[src/rtl/flcmd_pkg.sv]
package flcmd_pkg;

    typedef enum logic [2:0] {
        ST_IDLE   = 3'd0,
        ST_OPCODE = 3'd1,
        ST_ADDR   = 3'd2,
        ST_DUMMY  = 3'd3,
        ST_WDATA  = 3'd4,
        ST_RDATA  = 3'd5,
        ST_SETTLE = 3'd6
    } seq_state_e;

    typedef enum logic [1:0] {
        ITEM_TX    = 2'd0,
        ITEM_DUMMY = 2'd1,
        ITEM_RX    = 2'd2
    } item_kind_e;

    typedef struct packed {
        logic [7:0] opcode;
        logic       rd_en;
        logic [2:0] rd_cnt_m1;
        logic       addr_en;
        logic       spare18;
        logic [1:0] addr_len_m1;
        logic       wr_en;
        logic [2:0] wr_cnt_m1;
        logic [4:0] dummy;
        logic [4:0] spare6_2;
        logic       running;
        logic       launch;
    } cmd_word_t;

    localparam logic [2:0] IDX_CTRL = 3'd0;
    localparam logic [2:0] IDX_ADDR = 3'd1;
    localparam logic [2:0] IDX_WLO  = 3'd2;
    localparam logic [2:0] IDX_WHI  = 3'd3;
    localparam logic [2:0] IDX_RLO  = 3'd4;
    localparam logic [2:0] IDX_RHI  = 3'd5;

endpackage

[src/rtl/flcmd_regs.sv]
module flcmd_regs
    import flcmd_pkg::*;
#(
    parameter int WORD_W = 32
) (
    input  logic              clk,
    input  logic              rst_n,
    input  logic              bus_wr,
    input  logic [2:0]        bus_waddr,
    input  logic [WORD_W-1:0] bus_wdata,
    input  logic [2:0]        bus_raddr,
    output logic [WORD_W-1:0] bus_rdata,
    input  logic              busy,
    input  logic              cap_valid,
    input  logic [2:0]        cap_idx,
    input  logic [7:0]        cap_byte,
    output logic              start,
    output cmd_word_t         cmd,
    output logic [WORD_W-1:0] cmd_addr,
    output logic [2*WORD_W-1:0] wpay
);
    localparam int PAY_W = 2 * WORD_W;

    logic [WORD_W-1:0] ctrl_q, addr_q, wlo_q, whi_q;
    logic [PAY_W-1:0]  rd_q;
    logic              ctrl_wr_ok;

    assign ctrl_wr_ok = bus_wr && (bus_waddr == IDX_CTRL) && !busy;
    assign start      = ctrl_wr_ok && bus_wdata[0];

    always_ff @(posedge clk) begin
        if (!rst_n) begin
            ctrl_q <= '0;
            addr_q <= '0;
            wlo_q  <= '0;
            whi_q  <= '0;
        end else if (bus_wr) begin
            unique case (bus_waddr)
                IDX_CTRL: if (!busy) ctrl_q <= bus_wdata;
                IDX_ADDR: addr_q <= bus_wdata;
                IDX_WLO:  wlo_q  <= bus_wdata;
                IDX_WHI:  whi_q  <= bus_wdata;
                default: ;
            endcase
        end
    end

    always_ff @(posedge clk) begin
        if (!rst_n) begin
            rd_q <= '0;
        end else if (start) begin
            rd_q <= '0;
        end else if (cap_valid) begin
            rd_q[{cap_idx, 3'b000} +: 8] <= cap_byte;
        end
    end

    always_comb begin
        unique case (bus_raddr)
            IDX_CTRL: bus_rdata = {ctrl_q[WORD_W-1:2], busy, busy};
            IDX_ADDR: bus_rdata = addr_q;
            IDX_WLO:  bus_rdata = wlo_q;
            IDX_WHI:  bus_rdata = whi_q;
            IDX_RLO:  bus_rdata = rd_q[WORD_W-1:0];
            IDX_RHI:  bus_rdata = rd_q[PAY_W-1:WORD_W];
            default:  bus_rdata = '0;
        endcase
    end

    assign cmd      = cmd_word_t'(ctrl_q);
    assign cmd_addr = addr_q;
    assign wpay     = {whi_q, wlo_q};

    // control word frozen while a command runs
    a_r10_ctrl_frozen: assert property (@(posedge clk) disable iff (!rst_n)
        (busy && bus_wr && bus_waddr == IDX_CTRL) |=> $stable(ctrl_q));

    // a short read leaves the upper result word clear
    a_r7_upper_clear: assert property (@(posedge clk) disable iff (!rst_n)
        ($fell(busy) && ctrl_q[23] && ctrl_q[22:20] < 3'd4) |-> rd_q[PAY_W-1:WORD_W] == '0);

endmodule

[src/rtl/flcmd_idle_filt.sv]
module flcmd_idle_filt #(
    parameter int IDLE_SAMPLES = 3
) (
    input  logic clk,
    input  logic rst_n,
    input  logic arm,
    input  logic idle_in,
    output logic settled
);
    localparam int CW = $clog2(IDLE_SAMPLES + 1);

    logic [CW-1:0] run_q;

    always_ff @(posedge clk) begin
        if (!rst_n || !arm || !idle_in)
            run_q <= '0;
        else if (run_q != CW'(IDLE_SAMPLES - 1))
            run_q <= run_q + 1'b1;
    end

    assign settled = arm && idle_in && (run_q == CW'(IDLE_SAMPLES - 1));

    generate
        if (IDLE_SAMPLES >= 2) begin : g_run_chk
            // settling needs idle on the previous sample as well
            a_r9_idle_run: assert property (@(posedge clk) disable iff (!rst_n)
                settled |-> ($past(idle_in) && $past(arm)));
        end
    endgenerate

endmodule

[src/rtl/flcmd_seq.sv]
module flcmd_seq
    import flcmd_pkg::*;
#(
    parameter int WORD_W = 32
) (
    input  logic                clk,
    input  logic                rst_n,
    input  logic                start,
    input  cmd_word_t           cmd,
    input  logic [WORD_W-1:0]   cmd_addr,
    input  logic [2*WORD_W-1:0] wpay,
    input  logic                sh_ack,
    input  logic [7:0]          sh_rx_byte,
    input  logic                settled,
    output logic                busy,
    output logic                arm,
    output logic                sh_req,
    output logic [1:0]          sh_kind,
    output logic [7:0]          sh_byte,
    output logic [4:0]          sh_cycles,
    output logic                sh_frame,
    output logic                cap_valid,
    output logic [2:0]          cap_idx,
    output logic [7:0]          cap_byte
);
    seq_state_e state_q, state_nx;
    logic [2:0] idx_q, idx_nx;
    logic [2:0] last_idx;
    logic [1:0] addr_sel;

    function automatic seq_state_e phase_after(seq_state_e from, cmd_word_t c);
        if (from == ST_OPCODE && c.addr_en)
            return ST_ADDR;
        if ((from == ST_OPCODE || from == ST_ADDR) && c.dummy != 5'd0)
            return ST_DUMMY;
        if ((from == ST_OPCODE || from == ST_ADDR || from == ST_DUMMY) && c.wr_en)
            return ST_WDATA;
        if (from != ST_RDATA && c.rd_en)
            return ST_RDATA;
        return ST_SETTLE;
    endfunction

    always_comb begin
        unique case (state_q)
            ST_ADDR:  last_idx = {1'b0, cmd.addr_len_m1};
            ST_WDATA: last_idx = cmd.wr_cnt_m1;
            ST_RDATA: last_idx = cmd.rd_cnt_m1;
            default:  last_idx = 3'd0;
        endcase
    end

    always_ff @(posedge clk) begin
        if (!rst_n) begin
            state_q <= ST_IDLE;
            idx_q   <= '0;
        end else begin
            state_q <= state_nx;
            idx_q   <= idx_nx;
        end
    end

    always_comb begin
        state_nx = state_q;
        idx_nx   = idx_q;
        unique case (state_q)
            ST_IDLE: begin
                if (start) begin
                    state_nx = ST_OPCODE;
                    idx_nx   = '0;
                end
            end
            ST_OPCODE, ST_ADDR, ST_DUMMY, ST_WDATA, ST_RDATA: begin
                if (sh_ack) begin
                    if (idx_q == last_idx) begin
                        state_nx = phase_after(state_q, cmd);
                        idx_nx   = '0;
                    end else begin
                        idx_nx = idx_q + 3'd1;
                    end
                end
            end
            ST_SETTLE: begin
                if (settled) state_nx = ST_IDLE;
            end
            default: state_nx = ST_IDLE;
        endcase
    end

    assign addr_sel = cmd.addr_len_m1 - idx_q[1:0];

    always_comb begin
        sh_req    = 1'b0;
        sh_kind   = ITEM_TX;
        sh_byte   = 8'h00;
        sh_cycles = 5'd0;
        unique case (state_q)
            ST_OPCODE: begin
                sh_req  = 1'b1;
                sh_byte = cmd.opcode;
            end
            ST_ADDR: begin
                sh_req  = 1'b1;
                sh_byte = cmd_addr[{addr_sel, 3'b000} +: 8];
            end
            ST_DUMMY: begin
                sh_req    = 1'b1;
                sh_kind   = ITEM_DUMMY;
                sh_cycles = cmd.dummy;
            end
            ST_WDATA: begin
                sh_req  = 1'b1;
                sh_byte = wpay[{idx_q, 3'b000} +: 8];
            end
            ST_RDATA: begin
                sh_req  = 1'b1;
                sh_kind = ITEM_RX;
            end
            default: ;
        endcase
    end

    assign busy      = (state_q != ST_IDLE);
    assign arm       = (state_q == ST_SETTLE);
    assign sh_frame  = sh_req;
    assign cap_valid = (state_q == ST_RDATA) && sh_ack;
    assign cap_idx   = idx_q;
    assign cap_byte  = sh_rx_byte;

    // offered item held until acknowledged
    a_r11_item_held: assert property (@(posedge clk) disable iff (!rst_n)
        (sh_req && !sh_ack) |=> (sh_req && $stable(sh_kind) && $stable(sh_byte) && $stable(sh_cycles)));

    // the opcode is always the first item
    a_r3_opcode_first: assert property (@(posedge clk) disable iff (!rst_n)
        $rose(busy) |-> (sh_req && sh_kind == ITEM_TX && sh_byte == cmd.opcode));

    // only a launch leaves idle
    a_r2_launch_only: assert property (@(posedge clk) disable iff (!rst_n)
        (state_q == ST_IDLE && !start) |=> (state_q == ST_IDLE));

endmodule

[src/rtl/flcmd_engine.sv]
module flcmd_engine
    import flcmd_pkg::*;
#(
    parameter int IDLE_SAMPLES = 3
) (
    input  logic        clk,
    input  logic        rst_n,
    input  logic        bus_wr,
    input  logic [2:0]  bus_waddr,
    input  logic [31:0] bus_wdata,
    input  logic [2:0]  bus_raddr,
    output logic [31:0] bus_rdata,
    output logic        sh_req,
    output logic [1:0]  sh_kind,
    output logic [7:0]  sh_byte,
    output logic [4:0]  sh_cycles,
    output logic        sh_frame,
    input  logic        sh_ack,
    input  logic [7:0]  sh_rx_byte,
    input  logic        ser_idle
);
    localparam int WORD_W = 32;

    logic              busy, arm, settled, start;
    logic              cap_valid;
    logic [2:0]        cap_idx;
    logic [7:0]        cap_byte;
    cmd_word_t         cmd;
    logic [WORD_W-1:0] cmd_addr;
    logic [2*WORD_W-1:0] wpay;

    flcmd_regs #(.WORD_W(WORD_W)) u_regs (
        .clk(clk), .rst_n(rst_n),
        .bus_wr(bus_wr), .bus_waddr(bus_waddr), .bus_wdata(bus_wdata),
        .bus_raddr(bus_raddr), .bus_rdata(bus_rdata),
        .busy(busy), .cap_valid(cap_valid), .cap_idx(cap_idx), .cap_byte(cap_byte),
        .start(start), .cmd(cmd), .cmd_addr(cmd_addr), .wpay(wpay)
    );

    flcmd_seq #(.WORD_W(WORD_W)) u_seq (
        .clk(clk), .rst_n(rst_n),
        .start(start), .cmd(cmd), .cmd_addr(cmd_addr), .wpay(wpay),
        .sh_ack(sh_ack), .sh_rx_byte(sh_rx_byte), .settled(settled),
        .busy(busy), .arm(arm),
        .sh_req(sh_req), .sh_kind(sh_kind), .sh_byte(sh_byte),
        .sh_cycles(sh_cycles), .sh_frame(sh_frame),
        .cap_valid(cap_valid), .cap_idx(cap_idx), .cap_byte(cap_byte)
    );

    flcmd_idle_filt #(.IDLE_SAMPLES(IDLE_SAMPLES)) u_filt (
        .clk(clk), .rst_n(rst_n),
        .arm(arm), .idle_in(ser_idle), .settled(settled)
    );

endmodule

[config.mk]
export PLATFORM = sky130hd
export DESIGN_NAME = flcmd_engine
export DESIGN_NICKNAME = d
export VERILOG_FILES = /design/src/rtl/flcmd_pkg.sv /design/src/rtl/flcmd_regs.sv /design/src/rtl/flcmd_idle_filt.sv /design/src/rtl/flcmd_seq.sv /design/src/rtl/flcmd_engine.sv
export SDC_FILE = /design/constraint.sdc
export NUM_CORES = 1
export LEC_CHECK = 0
export CORE_ASPECT_RATIO = 0.6
export CORE_MARGIN = 5
export CORE_UTILIZATION = 65
export DETAILED_ROUTE_END_ITERATION = 8
export DONT_BUFFER_PORTS = 1
export PLACE_DENSITY = 0.93
export REMOVE_ABC_BUFFERS = 1
export SYNTH_ARGS = -nofsm -noshare
export SYNTH_HDL_FRONTEND = slang
export SYNTH_SLANG_ARGS = --single-unit
[constraint.sdc]
create_clock -name clk -period 6.9 [get_ports clk]
set_input_delay 0.345 -clock clk [delete_from_list [all_inputs] [get_ports clk]]
set_output_delay 0.345 -clock clk [all_outputs]
set_load 0.05 [all_outputs]
== Word-level counts from Yosys, hierarchy flattened ==
Index checks and enable logic that the tools add are counted.
Storage, ports and cells
  register bits after elaboration: 200
  word-level logic and storage cells: 118
  output and inout bits: 49
Cells by class
  equal/unequal tests: 22
  muxes and demuxes: 46
  reductions and logical operators: 32
  shift-type cells: 4
  bitwise operators: 2
  add/subtract/negate cells: 4
Operators by type and width (number)
  $pmux W32 S6: 1
  $bwmux W64: 1
  $shift A8 B8 Y64 const A: 1
  $shiftx A64 B7 Y8: 1
  $shiftx A8 B8 Y64: 1
  $mux W3: 15
  $shiftx A32 B6 Y8: 1
  $pmux W8 S3: 1
  $mux W1: 23
  $eq A3 B2 Y1 const B: 6
  $pmux W3 S3: 2
  $eq A3 B3 Y1 const B: 5
  $logic_and A1 B1 Y1: 10
  $eq A3 B1 Y1 const B: 3
  $logic_not A3 Y1: 3
  $neg A6 Y8: 1
  $ne A2 B2 Y1 const B: 3
  $pmux W3 S2: 1
  $reduce_and A2 Y1: 3
  $reduce_and A3 Y1: 2
  $mux W5: 1
  $reduce_bool A5 Y1: 1
  $reduce_or A5 Y1: 1
  $logic_not A1 Y1: 4
  other kinds (14): 19

== Depth between registers and ports, before layout ==
  word-level depth: 28
  mapped depth: 11
  gate-level depth less buffers: 9

== Modules after synthesis ==
A second synthesis with hierarchy kept.
Second synthesis, totals
  cells, all modules: 1312
  area total of the unflattened synthesis: 11100.6 µm²
Modules (own cells, without submodules)
  flcmd_regs: instances 1, cells an instance 1107, area each 9318.9 µm²
  flcmd_seq: instances 1, cells an instance 194, area each 1681.6 µm²
  flcmd_idle_filt: instances 1, cells an instance 11, area each 100.1 µm²

== Least setup slack after synthesis ==
No wires, ideal clock.
  path kind: flip-flop to output port
  start: reg u_regs.ctrl_q[16] (netlist: u_regs.cmd[16])
  end: out sh_byte[7]
  arrival time: 2132 ps
  cell stages (with the launch flop): 8
  slack: 4423 ps
  buffers on the path: 0
  data required time: 6555 ps
  cell sequence: dfxtp_1 > inv_1 > ha_1 > xnor2_1 > xnor2_1 > mux4_2 > nand2_1 > nand2_1
On the way
  cells in the longest elaborated chain, start to end: 3
Ends and longest elaborated chain
  start: declaration: line flcmd_regs.sv:24  | logic [WORD_W-1:0] ctrl_q, addr_q, wlo_q, whi_q;
  start signal: assignment: line flcmd_regs.sv:39  | IDX_CTRL: if (!busy) ctrl_q <= bus_wdata;
  $sub A2 B2 Y2: line flcmd_seq.sv:89  | assign addr_sel = cmd.addr_len_m1 - idx_q[1:0];
  $shiftx A32 B6 Y8: line flcmd_seq.sv:103  | sh_byte = cmd_addr[{addr_sel, 3'b000} +: 8];
  $pmux W8 S3: line flcmd_seq.sv:96  | unique case (state_q)
  end: declaration: line flcmd_engine.sv:15  | output logic [7:0] sh_byte,
No other way between the ends.

== Final worst setup path ==
  start: reg u_seq.idx_q[0] (netlist: u_seq.cap_idx[0])
  end: out sh_byte[7]
On the way
  cells in the longest elaborated chain, start to end: 3
  elaborated cells on any way between the ends: 4
Ends and longest elaborated chain
  start: declaration: line flcmd_seq.sv:27  | logic [2:0] idx_q, idx_nx;
  start signal: assignment: line flcmd_seq.sv:58  | idx_q <= idx_nx;
  $sub A2 B2 Y2: line flcmd_seq.sv:89
  $shiftx A32 B6 Y8: line flcmd_seq.sv:103
  $pmux W8 S3 *: line flcmd_seq.sv:96
Every way passes the cells marked *; elsewhere a longest branch is shown, timed or not.

==> results.json <==
{
  "antenna_left": 0,
  "slew_headroom": 0.259,
  "wl_per_cell_um": 24.4,
  "tightest_slew_ps": 1110,
  "critPathCapture": "sh_byte[7]",
  "setup_viol": 0,
  "grt_use_met1": 0.441,
  "finalPower_uw": 2250,
  "grt_first_pass_wirelength_um": 48700,
  "ys.flop_type": "dfxtp_1",
  "p_per_area_nw_per_um2": 217,
  "cts_buffers": 17,
  "grt_pass1_vias": 8717,
  "reg2regPathDepth": 8,
  "critical_path.startpoint": "u_seq.cap_idx[0]$_SDFFE_PN0P_",
  "grt-ovfl-total": 0,
  "n_antenna_cell": 0,
  "finalMaxSlewViolations": 0,
  "start_util": 0.670,
  "synth_edf_count": 0,
  "r2r_slack_ps": 3370,
  "busiest_layer": "met2",
  "timing.fmax_ghz": 0.265,
  "vias_per_cell": 6.97,
  "final_cell_area_um2": 10400,
  "fin_crit_sh": 0.548,
  "clock_latency_ps": 440,
  "final_common_cell": "nand2_1",
  "syn_inst": 1157,
  "first_pass_iters": 9,
  "gp_congestion": 0.977,
  "grt_util_met3": 0.157,
  "status": "complete, but fails checks",
  "synthArstFlopShare": 0,
  "worstPathArrival_ps": 3430,
  "synth_area_per_cell_um2": 8.48,
  "wirelength_um": 31900,
  "grt_use_met2": 0.523,
  "end_kind": "primary output",
  "coreArea_um2": 14600,
  "die_x_um": 169,
  "cts_tree": "done",
  "detailed_place.area_um2": 9810,
  "grt_usage": 0.350,
  "clk_path_buf_depth": 2,
  "fill_cells": 1079,
  "num_rows": 34,
  "leakagePower_uw": 0.00360,
  "ys_seq_area_frac": 0.404,
  "path_class": "reg -> out",
  "syn_area_um2": 9810,
  "nets": 1153,
  "antenna_found_initial": 0,
  "min_period_ps": 3780,
  "cp-start-kind": "register",
  "clk_pin_slew_ps": 80,
  "vias": 9103,
  "vdd_drop_max_mv": 0.155,
  "layout-drive-gt1-share": 0.0848,
  "fin_skew_ps": 9.36,
  "failed_checks": "design-rule violations",
  "drtIter0Drc": 1580,
  "cts_sinks": 198,
  "ctsHoldBuffers": 0,
  "min_path_cells": 2,
  "dp_hpwl_um": 19600,
  "hold_slack_ps": 37.9,
  "required_ps": 6550,
  "grt_max_degree": 134,
  "portBuffers": 0,
  "dieArea_um2": 17700,
  "r2r-start": "u_seq.cap_idx[0]$_SDFFE_PN0P_",
  "htree_levels": 4,
  "crit_path_max_fanout": 14,
  "hold_viol_final": 0,
  "io_pins": 100,
  "final_cell_mix": "309 x nand2_1, 198 x dfxtp_1, 126 x a21boi_0",
  "worstReg2RegEnd": "u_regs.rd_q[43]$_SDFFE_PP0P_",
  "synth-seq-cells": 198,
  "hold_path_class": "in -> reg",
  "yosysWarnings": 0,
  "setup-tns-final_ps": 0,
  "rsz0062_at_grt": "no",
  "drc": 1,
  "die_h_um": 105,
  "max-cap-violations": 0,
  "final.setup.worst_slack_ps": 3120,
  "post_cts_buffers": 0,
  "cts-resized-gates": 0,
  "cts_root_buf": "clkbuf_16",
  "place_ws_ps": 3490,
  "synth.distinct_cells": 57,
  "syn_to_final_growth_pct": 5.75
}
-- through the flow --
stage          instances  utilization
2_1_floorplan       1060            -
3_3_place_gp        1274        0.670
3_5_place_dp        1274        0.670
4_1_cts             1306        0.709
5_1_grt             1306        0.709
6_report            1306        0.709
-- state kept, by name (all words and copies together) (netlist names) --
| register | flops |
|---|---|
| u_filt.run_q | 2 |
| u_regs.cmd_addr | 32 |
| u_regs.wlo_q | 32 |
| u_seq.state_q | 3 |
| u_regs.rd_q | 64 |
| u_regs.cmd | 30 |
| u_regs.whi_q | 32 |
| u_seq.cap_idx | 3 |
-- cell usage after synthesis (2+ instances only) --
master	number	area (um2)
a32oi_1	9	78.8
nand4_1	3	18.8
buf_6	2	22.5
a22oi_1	95	713
a21oi_1	12	60.1
and2_1	7	43.8
a21boi_0	126	946
and3b_1	5	43.8
o211ai_1	2	15.0
o21ai_0	6	30.0
or2_2	3	18.8
nor4_1	2	12.5
inv_1	13	48.8
nor2_1	78	293
mux4_2	24	541
a221o_1	2	20.0
o21a_1	3	22.5
nor2b_1	3	18.8
or3_1	5	31.3
mux2i_1	67	671
and3_1	4	25.0
clkbuf_1	73	274
xnor2_1	2	17.5
nand3_1	37	185
buf_4	5	37.5
buf_2	16	80.1
nor3_1	4	20.0
nand2_1	310	1160
dfxtp_1	198	3960
nor3b_1	8	60.1
ha_1	7	87.6
-- critical path, cell delays in order (launching register included) --
cell and delay (ps):
dfxtp_1 810, ha_1 280, xnor2_1 100, xnor2_2 810, mux4_2 600, nand2_1 80
nand2_1 290
-- layer usage --
metal	vias to the layer above	share of wire
met5	-	0
met4	0	0.046
met3	149	0.17
met2	797	0.43
met1	4248	0.36
li1	3909	-
-- cell type report --
class | instances | area [um2] | share of cell area
clock buffers | 17 | 425 | 0.0410
clock inverters | 15 | 139 | 0.0134
inverters | 13 | 48.8 | 0.00470
multi-input cells | 849 | 5430 | 0.523
flip-flops and latches | 198 | 3960 | 0.382
well taps | 198 | 248 | 0.0239
repair buffers | 16 | 120 | 0.0116
-- worst min path at each step --
stage                                            from                       endpoint  slack (ps)
after floorplan           u_regs.cmd[18]$_SDFFE_PN0P_    u_regs.cmd[18]$_SDFFE_PN0P_         440
after global placement     u_regs.cmd[3]$_SDFFE_PN0P_     u_regs.cmd[3]$_SDFFE_PN0P_         450
after detailed placement   u_regs.cmd[4]$_SDFFE_PN0P_     u_regs.cmd[4]$_SDFFE_PN0P_         460
after CTS                               bus_wdata[29]    u_regs.cmd[29]$_SDFFE_PN0P_          40
after global routing                    bus_wdata[16]  u_regs.whi_q[16]$_SDFFE_PN0P_          30
final                                   bus_wdata[16]  u_regs.whi_q[16]$_SDFFE_PN0P_          40
-- power by group --
group	leakage, uW	total, uW	internal (uW)	switching (uW)
sequential	0.00160	1170	1160	16.9
combinational	0.00172	111	34.7	75.9
clock	0.000282	970	480	490
-- kinds of logic after synthesis --
group,synth area share
adders and majority gates,0.00995
and+or+nand+nor,0.206
muxes,0.126
xor gates and xnor gates,0.00268
DFF,0.404
buffers and inverters,0.0476
AOI/OAI and AO/OA,0.204
Note: power is estimated with default switching activity, not from simulation.
